**config.mk**
```make
export PLATFORM = sky130hd
export DESIGN_NAME = err_signal_router
export DESIGN_NICKNAME = d
export VERILOG_FILES = /design/src/rtl/err_route_pkg.sv /design/src/rtl/err_log_bank.sv /design/src/rtl/err_router.sv /design/src/rtl/err_signal_router.sv
export SDC_FILE = /design/constraint.sdc
export NUM_CORES = 1
export LEC_CHECK = 0
export BUFFER_PORTS_ARGS = -buffer_cell sky130_fd_sc_hd__buf_2
export CAP_MARGIN = 20
export CORE_UTILIZATION = 40
export CTS_CLUSTER_DIAMETER = 100
export DETAILED_ROUTE_END_ITERATION = 10
export SETUP_SLACK_MARGIN = 0.3
export SYNTH_ARGS = -nofsm -noshare
export SYNTH_HDL_FRONTEND = slang
export SYNTH_HIERARCHICAL = 1
export SYNTH_SLANG_ARGS = --single-unit
```
**constraint.sdc**
```tcl
create_clock -name clk -period 1.9 [get_ports clk]
set_clock_uncertainty 0.2 [all_clocks]
set_input_delay 0.095 -clock clk [delete_from_list [all_inputs] [get_ports clk]]
set_output_delay 0.095 -clock clk [all_outputs]
set_load 0.05 [all_outputs]
```
**src/rtl/err_route_pkg.sv**
```systemverilog
package err_route_pkg;

  typedef enum logic [2:0] {
    RA_FIRST = 3'd0,
    RA_NEXT  = 3'd1,
    RA_MASK  = 3'd2,
    RA_SERR  = 3'd3,
    RA_SMI   = 3'd4,
    RA_SCI   = 3'd5,
    RA_MCERR = 3'd6,
    RA_STAT  = 3'd7
  } reg_addr_e;

  typedef struct packed {
    logic serr;
    logic mcerr;
    logic smi;
    logic sci;
  } route_t;

  // Fixed precedence when software enables several routes for one type
  function automatic route_t pick_route(input logic en_serr, input logic en_mcerr,
                                        input logic en_smi, input logic en_sci);
    route_t r;
    r = '0;
    if (en_serr)       r.serr  = 1'b1;
    else if (en_mcerr) r.mcerr = 1'b1;
    else if (en_smi)   r.smi   = 1'b1;
    else if (en_sci)   r.sci   = 1'b1;
    return r;
  endfunction

  // Place a per-type vector at its log-register offset
  function automatic logic [31:0] place_log(input logic [31:0] v, input int unsigned base);
    return v << base;
  endfunction

endpackage

```
**src/rtl/err_log_bank.sv**
```systemverilog
module err_log_bank #(
  parameter int NTYPE = 8
) (
  input  logic             clk,
  input  logic             rst_n,
  input  logic [NTYPE-1:0] evt,
  input  logic [NTYPE-1:0] clr_first,
  input  logic [NTYPE-1:0] clr_next,
  output logic [NTYPE-1:0] first_q,
  output logic [NTYPE-1:0] next_q,
  output logic [NTYPE-1:0] rise
);

  logic [NTYPE-1:0] seen_d;

  for (genvar k = 0; k < NTYPE; k++) begin : g_type
    always_ff @(posedge clk) begin
      if (!rst_n) begin
        first_q[k] <= 1'b0;
        next_q[k]  <= 1'b0;
        seen_d[k]  <= 1'b0;
      end else begin
        if (evt[k] && !first_q[k])  first_q[k] <= 1'b1;
        else if (clr_first[k])      first_q[k] <= 1'b0;
        if (evt[k] && first_q[k])   next_q[k]  <= 1'b1;
        else if (clr_next[k])       next_q[k]  <= 1'b0;
        seen_d[k] <= first_q[k] | next_q[k];
      end
    end
  end

  assign rise = (first_q | next_q) & ~seen_d;

  AST_NEXT_NEEDS_FIRST: assert property (@(posedge clk) disable iff (!rst_n)
    ((next_q & ~$past(next_q)) & ~$past(first_q)) == '0);

  AST_RISE_ONE_CYCLE: assert property (@(posedge clk) disable iff (!rst_n)
    (rise & $past(rise)) == '0);

  AST_FIRST_STICKY: assert property (@(posedge clk) disable iff (!rst_n)
    (($past(first_q) & ~first_q) & ~$past(clr_first)) == '0);

endmodule

```
**src/rtl/err_router.sv**
```systemverilog
module err_router
  import err_route_pkg::*;
#(
  parameter int NTYPE = 8
) (
  input  logic             clk,
  input  logic             rst_n,
  input  logic [NTYPE-1:0] rise,
  input  logic [NTYPE-1:0] mask,
  input  logic [NTYPE-1:0] en_serr,
  input  logic [NTYPE-1:0] en_mcerr,
  input  logic [NTYPE-1:0] en_smi,
  input  logic [NTYPE-1:0] en_sci,
  input  logic             serr_global_en,
  output logic             serr_pulse,
  output logic             mcerr_pulse,
  output logic             smi_pulse,
  output logic             sci_pulse
);

  logic [NTYPE-1:0] live;
  logic [NTYPE-1:0] hit_serr, hit_mcerr, hit_smi, hit_sci;

  assign live = rise & ~mask;

  for (genvar k = 0; k < NTYPE; k++) begin : g_route
    route_t sel;
    always_comb begin
      sel = pick_route(en_serr[k], en_mcerr[k], en_smi[k], en_sci[k]);
      hit_serr[k]  = live[k] & sel.serr & serr_global_en;
      hit_mcerr[k] = live[k] & sel.mcerr;
      hit_smi[k]   = live[k] & sel.smi;
      hit_sci[k]   = live[k] & sel.sci;
    end

    AST_ONE_ROUTE: assert property (@(posedge clk) disable iff (!rst_n)
      $onehot0({hit_serr[k], hit_mcerr[k], hit_smi[k], hit_sci[k]}));
  end

  assign serr_pulse  = |hit_serr;
  assign mcerr_pulse = |hit_mcerr;
  assign smi_pulse   = |hit_smi;
  assign sci_pulse   = |hit_sci;

  AST_MASKED_QUIET: assert property (@(posedge clk) disable iff (!rst_n)
    (live == '0) |-> !(serr_pulse | mcerr_pulse | smi_pulse | sci_pulse));

  AST_SERR_NEEDS_GLOBAL: assert property (@(posedge clk) disable iff (!rst_n)
    serr_pulse |-> serr_global_en);

endmodule

```
**src/rtl/err_signal_router.sv**
```systemverilog
module err_signal_router
  import err_route_pkg::*;
#(
  parameter int DATA_W   = 32,
  parameter int NTYPE    = 8,
  parameter int LOG_BASE = 24
) (
  input  logic              clk,
  input  logic              rst_n,
  input  logic [NTYPE-1:0]  err_evt,
  input  logic              reg_wr,
  input  logic [2:0]        reg_addr,
  input  logic [DATA_W-1:0] reg_wdata,
  output logic [DATA_W-1:0] reg_rdata,
  input  logic              serr_global_en,
  output logic              sse_flag,
  output logic              serr_pulse,
  output logic              smi_pulse,
  output logic              sci_pulse,
  output logic              mcerr_pulse
);

  localparam int TOP_BIT = LOG_BASE + NTYPE - 1;

  initial begin
    if (TOP_BIT >= DATA_W) $error("log field does not fit the data width");
  end

  logic [NTYPE-1:0] mask_q, serr_q, smi_q, sci_q, mcerr_q;
  logic [NTYPE-1:0] first_q, next_q, rise;
  logic [NTYPE-1:0] clr_first, clr_next;
  logic             wr_first, wr_next, wr_stat;

  assign wr_first  = reg_wr && (reg_addr == RA_FIRST);
  assign wr_next   = reg_wr && (reg_addr == RA_NEXT);
  assign wr_stat   = reg_wr && (reg_addr == RA_STAT);
  assign clr_first = wr_first ? reg_wdata[LOG_BASE +: NTYPE] : '0;
  assign clr_next  = wr_next  ? reg_wdata[LOG_BASE +: NTYPE] : '0;

  err_log_bank #(.NTYPE(NTYPE)) u_log (
    .clk(clk), .rst_n(rst_n), .evt(err_evt),
    .clr_first(clr_first), .clr_next(clr_next),
    .first_q(first_q), .next_q(next_q), .rise(rise)
  );

  err_router #(.NTYPE(NTYPE)) u_route (
    .clk(clk), .rst_n(rst_n), .rise(rise), .mask(mask_q),
    .en_serr(serr_q), .en_mcerr(mcerr_q), .en_smi(smi_q), .en_sci(sci_q),
    .serr_global_en(serr_global_en),
    .serr_pulse(serr_pulse), .mcerr_pulse(mcerr_pulse),
    .smi_pulse(smi_pulse), .sci_pulse(sci_pulse)
  );

  always_ff @(posedge clk) begin
    if (!rst_n) begin
      mask_q  <= '1;
      serr_q  <= '0;
      smi_q   <= '0;
      sci_q   <= '0;
      mcerr_q <= '0;
    end else if (reg_wr) begin
      case (reg_addr)
        RA_MASK:  mask_q  <= reg_wdata[NTYPE-1:0];
        RA_SERR:  serr_q  <= reg_wdata[NTYPE-1:0];
        RA_SMI:   smi_q   <= reg_wdata[NTYPE-1:0];
        RA_SCI:   sci_q   <= reg_wdata[NTYPE-1:0];
        RA_MCERR: mcerr_q <= reg_wdata[NTYPE-1:0];
        default:  ;
      endcase
    end
  end

  always_ff @(posedge clk) begin
    if (!rst_n)                      sse_flag <= 1'b0;
    else if (serr_pulse)             sse_flag <= 1'b1;
    else if (wr_stat && reg_wdata[0]) sse_flag <= 1'b0;
  end

  always_comb begin
    reg_rdata = '0;
    case (reg_addr)
      RA_FIRST: reg_rdata[LOG_BASE +: NTYPE] = first_q;
      RA_NEXT:  reg_rdata[LOG_BASE +: NTYPE] = next_q;
      RA_MASK:  reg_rdata[NTYPE-1:0] = mask_q;
      RA_SERR:  reg_rdata[NTYPE-1:0] = serr_q;
      RA_SMI:   reg_rdata[NTYPE-1:0] = smi_q;
      RA_SCI:   reg_rdata[NTYPE-1:0] = sci_q;
      RA_MCERR: reg_rdata[NTYPE-1:0] = mcerr_q;
      default:  reg_rdata[0] = sse_flag;
    endcase
  end

  AST_SSE_AFTER_SERR: assert property (@(posedge clk) disable iff (!rst_n)
    serr_pulse |=> sse_flag);

  AST_SSE_STICKY: assert property (@(posedge clk) disable iff (!rst_n)
    $fell(sse_flag) |-> $past(wr_stat));

  AST_EVENT_LOGGED: assert property (@(posedge clk) disable iff (!rst_n)
    (err_evt != '0) |=> ((first_q | next_q) & $past(err_evt)) == $past(err_evt));

endmodule

```
# Yosys cells after proc, flatten, opt, wreduce, memory -nomap -nowiden
# Cells that the tools add are included.
[op_classes] bitwise=53 eq_ne=7 n_mux=95 reduce_logical=56
[op_table] operator="two-way mux 1 bit" count=74
[op_table] operator="bitwise AND 1 bit" count=40
[op_table] operator="case mux 7 bit (5 select lines)" count=1
[op_table] operator="nonzero test 2 bit" count=17
[op_table] operator="OR reduction 8 bit" count=4
[op_table] operator="two-way mux 3 bit" count=8
[op_table] operator="logical AND 1 bit" count=20
[op_table] operator="bitwise AND 8 bit" count=2
[op_table] operator="two-way mux 2 bit" count=8
[op_table] operator="two-way mux 8 bit" count=2
[op_table] operator="NOT 8 bit" count=2
[op_table] operator="case mux 8 bit (2 select lines)" count=1
[op_table] operator="== test 3 bit (second input constant)" count=4
[op_table] operator="AND reduction 2 bit" count=5
[op_table] operator="zero test 1 bit" count=8
[op_table] operator="OR 1 bit" count=8
[op_table] operator="OR 8 bit" count=1
[op_table] operator="== test 3 x 2 -> 1 bit (second input constant)" count=2
[op_table] operator="case mux 1 bit (6 select lines)" count=1
[op_table] operator="== test 3 x 1 -> 1 bit (second input constant)" count=1
[op_table] operator="zero test 3 bit" count=1
[op_table] operator="OR reduction 2 bit" count=1
[word_totals] in_bits=47 register_bits=65

# Longest topological paths before layout
[logic_depth] depth_word=7 ltp_mapped=7

# Hierarchy
# Netlist, hierarchy kept.
[modules_own_cells] module="err_signal_router" cells_each=269 area_each_um2=2407.3 n_inst=1 seq_area_each_um2=820.8
[modules_own_cells] module="err_log_bank" cells_each=90 area_each_um2=890.9 n_inst=1 seq_area_each_um2=480.5
[modules_own_cells] module="err_router" cells_each=50 area_each_um2=360.3 n_inst=1 seq_area_each_um2=0.0

# Worst setup path before layout
# No wires, ideal clock.
[synth_path] path_type="flip-flop to output port" startpoint="reg sse_flag" endpoint="out reg_rdata[0]" stages_incl_launch_ff=4 t_required_ps=1605 path_slack_ps=-113 path_buffers=0 arrival_ps=1718 cell_sequence="dfxtp_1 -> mux2_2 -> a22oi_1 -> a21oi_1"
[synth_via] elab_chain_len=1
[synth_lines] element="from (decl)" line_no="err_signal_router.sv:16" source="output logic sse_flag,"
[synth_lines] element="from (signal assigned)" line_no="err_signal_router.sv:74" source="if (!rst_n) sse_flag <= 1'b0;"
[synth_lines] element="from (signal assigned)" line_no="err_signal_router.sv:75" source="else if (serr_pulse) sse_flag <= 1'b1;"
[synth_lines] element="from (signal assigned)" line_no="err_signal_router.sv:76" source="else if (wr_stat && reg_wdata[0]) sse_flag <= 1'b0;"
[synth_lines] element="case mux 1 bit (6 select lines)" line_no="err_signal_router.sv:81" source="case (reg_addr)"
[synth_lines] element="to (decl)" line_no="err_signal_router.sv:14" source="output logic [DATA_W-1:0] reg_rdata,"
# No other way between the ends.

# Worst setup path after layout
[layout_path] startpoint="reg u_log.first_q[5]" endpoint="out sci_pulse"
[layout_via] elab_chain_len=5
[layout_lines] element="from (decl)" line_no="err_log_bank.sv:9" source="output logic [NTYPE-1:0] first_q,"
[layout_lines] element="from (signal, indexed assignment)" line_no="err_log_bank.sv:19" source="first_q[k] <= 1'b0;"
[layout_lines] element="from (signal, indexed assignment)" line_no="err_log_bank.sv:24" source="else if (clr_first[k]) first_q[k] <= 1'b0;"
[layout_lines] element="OR 8 bit" line_no="err_log_bank.sv:32" source="assign rise = (first_q | next_q) & ~seen_d;"
[layout_lines] element="bitwise AND 8 bit" line_no="err_log_bank.sv:32"
[layout_lines] element="via rise[5]" line_no="err_signal_router.sv:30" source="logic [NTYPE-1:0] first_q, next_q, rise;"
[layout_lines] element="bitwise AND 8 bit" line_no="err_router.sv:24" source="assign live = rise & ~mask;"
[layout_lines] element="bitwise AND 1 bit" line_no="err_router.sv:33" source="hit_sci[k] = live[k] & sel.sci;"
[layout_lines] element="OR reduction 8 bit" line_no="err_router.sv:43" source="assign sci_pulse = |hit_sci;"
[layout_lines] element="to (decl)" line_no="err_signal_router.sv:19" source="output logic sci_pulse,"
# The timed path passes the listed nets, and every way through them passes these cells.

==> metrics <==
Worst Hold Endpoint sse_flag; antenna cell count 0; Req. time, crit path 1.60 ns; die span in x 97.6 um; hpwl dp 6.68 mm; fraction of registers with async set/reset 0%; fill count 807; vias per std cell 5.19; # IOs 84; Post-synth top cells 75 x nand2_1, 65 x dfxtp_1, 30 x mux2i_1, 30 x nor2_1, 20 x a21boi_0; Worst Path Arrival 1.87 ns; Initial Utilization 41.5%; Synth area leader dfxtp_1; DIE AREA 9530 um2; post-route ant nets 0; Worst-Skew Late Latency 0.35 ns; largest net degree at the start of global routing 34; WL per Instance 15.3 um; CTS root buf clkbuf_8; Worst Setup End Kind output pin; Placer Congestion 0.876; crit start category flip-flop; Final setup viols 4; Final nets 558; Max FO, Critical Path 2; number of CTS-inserted buffers 9; CP Cell Sequence nor2_2, nor2_1, nand2b_1, nor3_4, and3b_1, or4_4, buf_8; TritonRoute pass-1 iters 10; non-filler instance count after layout 623; WHS 0.0420 ns; Yosys reg bits 65; Site Rows 34; main flop type after synthesis dfxtp_1; top-count cell post-synth nand2_1; Final period util 114%; outcome finished, violations left; r2r endpoint sse_flag; clock-pin slew on the worst setup and hold paths 0.07 ns; post-synth cell types 51; post-synth top area share 35.6%; Area Growth Syn to Fin 36.4%; number of synthesized flops with an enable pin 0; Leakage 2.03 nW; Pwr Density 653 nW/um2; Yosys warnings 6; worst hold path type primary input to flip-flop; Worst R2R Setup Slack 0.03 ns; Placed Instances 577; first-pass GRT wire length 15.7 mm; Max clock buf depth 2; H-tree levels 3; Total GRT Usage 20.9%; min cycle time layout 2.17 ns; Max Freq 462 MHz; top cells by area, synth dfxtp_1 36%, mux2i_1 8.2%, nand2_1 7.7%; reg2reg start u_log/first_q[6]; Sink Count 65; antenna violations before repair 0; Worst Setup Path Type flip-flop to output pin; layout cell share with drive strength beyond 1 36.9%; Hold Path Stages 3; Cells after Synth 409; Max Slew Vio Count 0; FF-to-FF path depth 7; clock tree from TritonCTS built; # DRC 12; port bufs 51; failing checks design-rule violations, negative setup slack; Post-Syn Area per Cell 8.95 um2; Setup Total Neg Slack -0.387 ns; DR iter-0 viols 134; Final Cell Area 4990 um2; setup repair after global routing missed its margin true; CP max-delay cell or4_4; total gr overflow 0; post-synthesis cell area 3660 um2; via count 3233; final hold violations 0; vias in the first global route 3223; Hold Path Origin reg_wr; Placement Cell Area 4120 um2; Power, Total 0.00326 W; final worst slack -0.267 ns; worst vdd ir 381 uV; crit-path max cell delay 0.52 ns; area of the core 8810 um2; Die Span Y 97.6 um; post-synthesis sequential area ratio 35.6%; final WL 9.53 mm; Max Cap Viol 0
## layout make-up
cell class	count	area, um2	share of cell area, %
clock buffers	10	138	2.76
multi-input cells	320	2390	48.0
inverters	3	11.3	0.226
flip-flops and latches	65	1350	27.1
clock inverters	5	56.3	1.13
repair buffers	112	903	18.1
well taps	108	135	2.71
## state kept, by name (all words and copies together) (netlist names)
signal         cells
mask_q             8
mcerr_q            8
u_log/first_q      8
serr_q             8
sse_flag           1
sci_q              8
u_log/next_q       8
u_log/seen_d       8
smi_q              8
## critical path, delay by kind of cell, from the launching register on
kind | cells | cell delay, ns
buffers and inverters | 1 | 0.17
flip-flops | 1 | 0.33
AND/OR/NAND/NOR | 6 | 1.04
## cell families after synthesis
family                 Yosys count  synth area share, %
other                            1                0.103
multiplexers                    35                 9.85
AND/OR/NAND/NOR                203                 31.5
AO/OA/AOI/OAI                   66                 14.8
flip-flops                      65                 35.6
buffers and inverters           39                 8.14
## cell usage in the layout, fill, tap and decap left out, types with 9 or more instances in the layout
| master | count |
|---|---|
| conb_1 | 16 |
| mux2i_1 | 30 |
| nand3b_1 | 13 |
| dfxtp_1 | 36 |
| nand2b_1 | 11 |
| nor2b_1 | 9 |
| nor2_2 | 9 |
| a21boi_0 | 20 |
| and2_1 | 16 |
| nor2_1 | 15 |
| dfxtp_2 | 24 |
| buf_4 | 33 |
| buf_6 | 16 |
| nand2_1 | 75 |
| dlygate4sd3_1 | 25 |
| buf_2 | 35 |
| clkbuf_8 | 10 |
## metal layers
metal	part of all wire (%)	GRT usage (%)	wire length (um)	up-vias
met1	45	25.8	4320	1546
met5	0	0	0	-
met2	49	36.3	4700	76
met3	3.6	3.24	343	15
met4	1.6	7.93	154	0
li1	-	-	-	1596
## worst max path at each step
stage	to	slack, ns	cells past startpoint	from
after global placement	sci_pulse	0.006	7	u_log/first_q[6]
after CTS	sci_pulse	-0.28	7	u_log/first_q[7]
after global routing	sci_pulse	-0.33	7	u_log/first_q[5]
after floorplan	sse_flag	0.08	7	u_log/first_q[3]
final	sci_pulse	-0.27	7	u_log/first_q[5]
after detailed placement	sci_pulse	-0.01	7	u_log/first_q[6]
## power by group
part	internal [W]	total, W	switching (W)
Sequential	0.00142	0.00147	0.0000529
Clock	0.000631	0.00117	0.000537
Combinational	0.000274	0.000621	0.000347
## through the flow
stage | utilization, % | worst slack [ns]
2_1_floorplan | - | 0.0827
6_report | 56.6 | -0.267
3_5_place_dp | 46.8 | -0.0140
5_1_grt | 56.6 | -0.326
3_3_place_gp | 46.8 | 0.00599
4_1_cts | 55.3 | -0.281
## what timing repair did
item	CTS	global route
setup endpoints to repair	13	17
buffers inserted	6	0
gates cloned	0	0
resized for setup	80	40
hold buffers	25	0
pin swaps	20	17
hold endpoints to repair	59	0
Power figures use the tool's default switching activity.
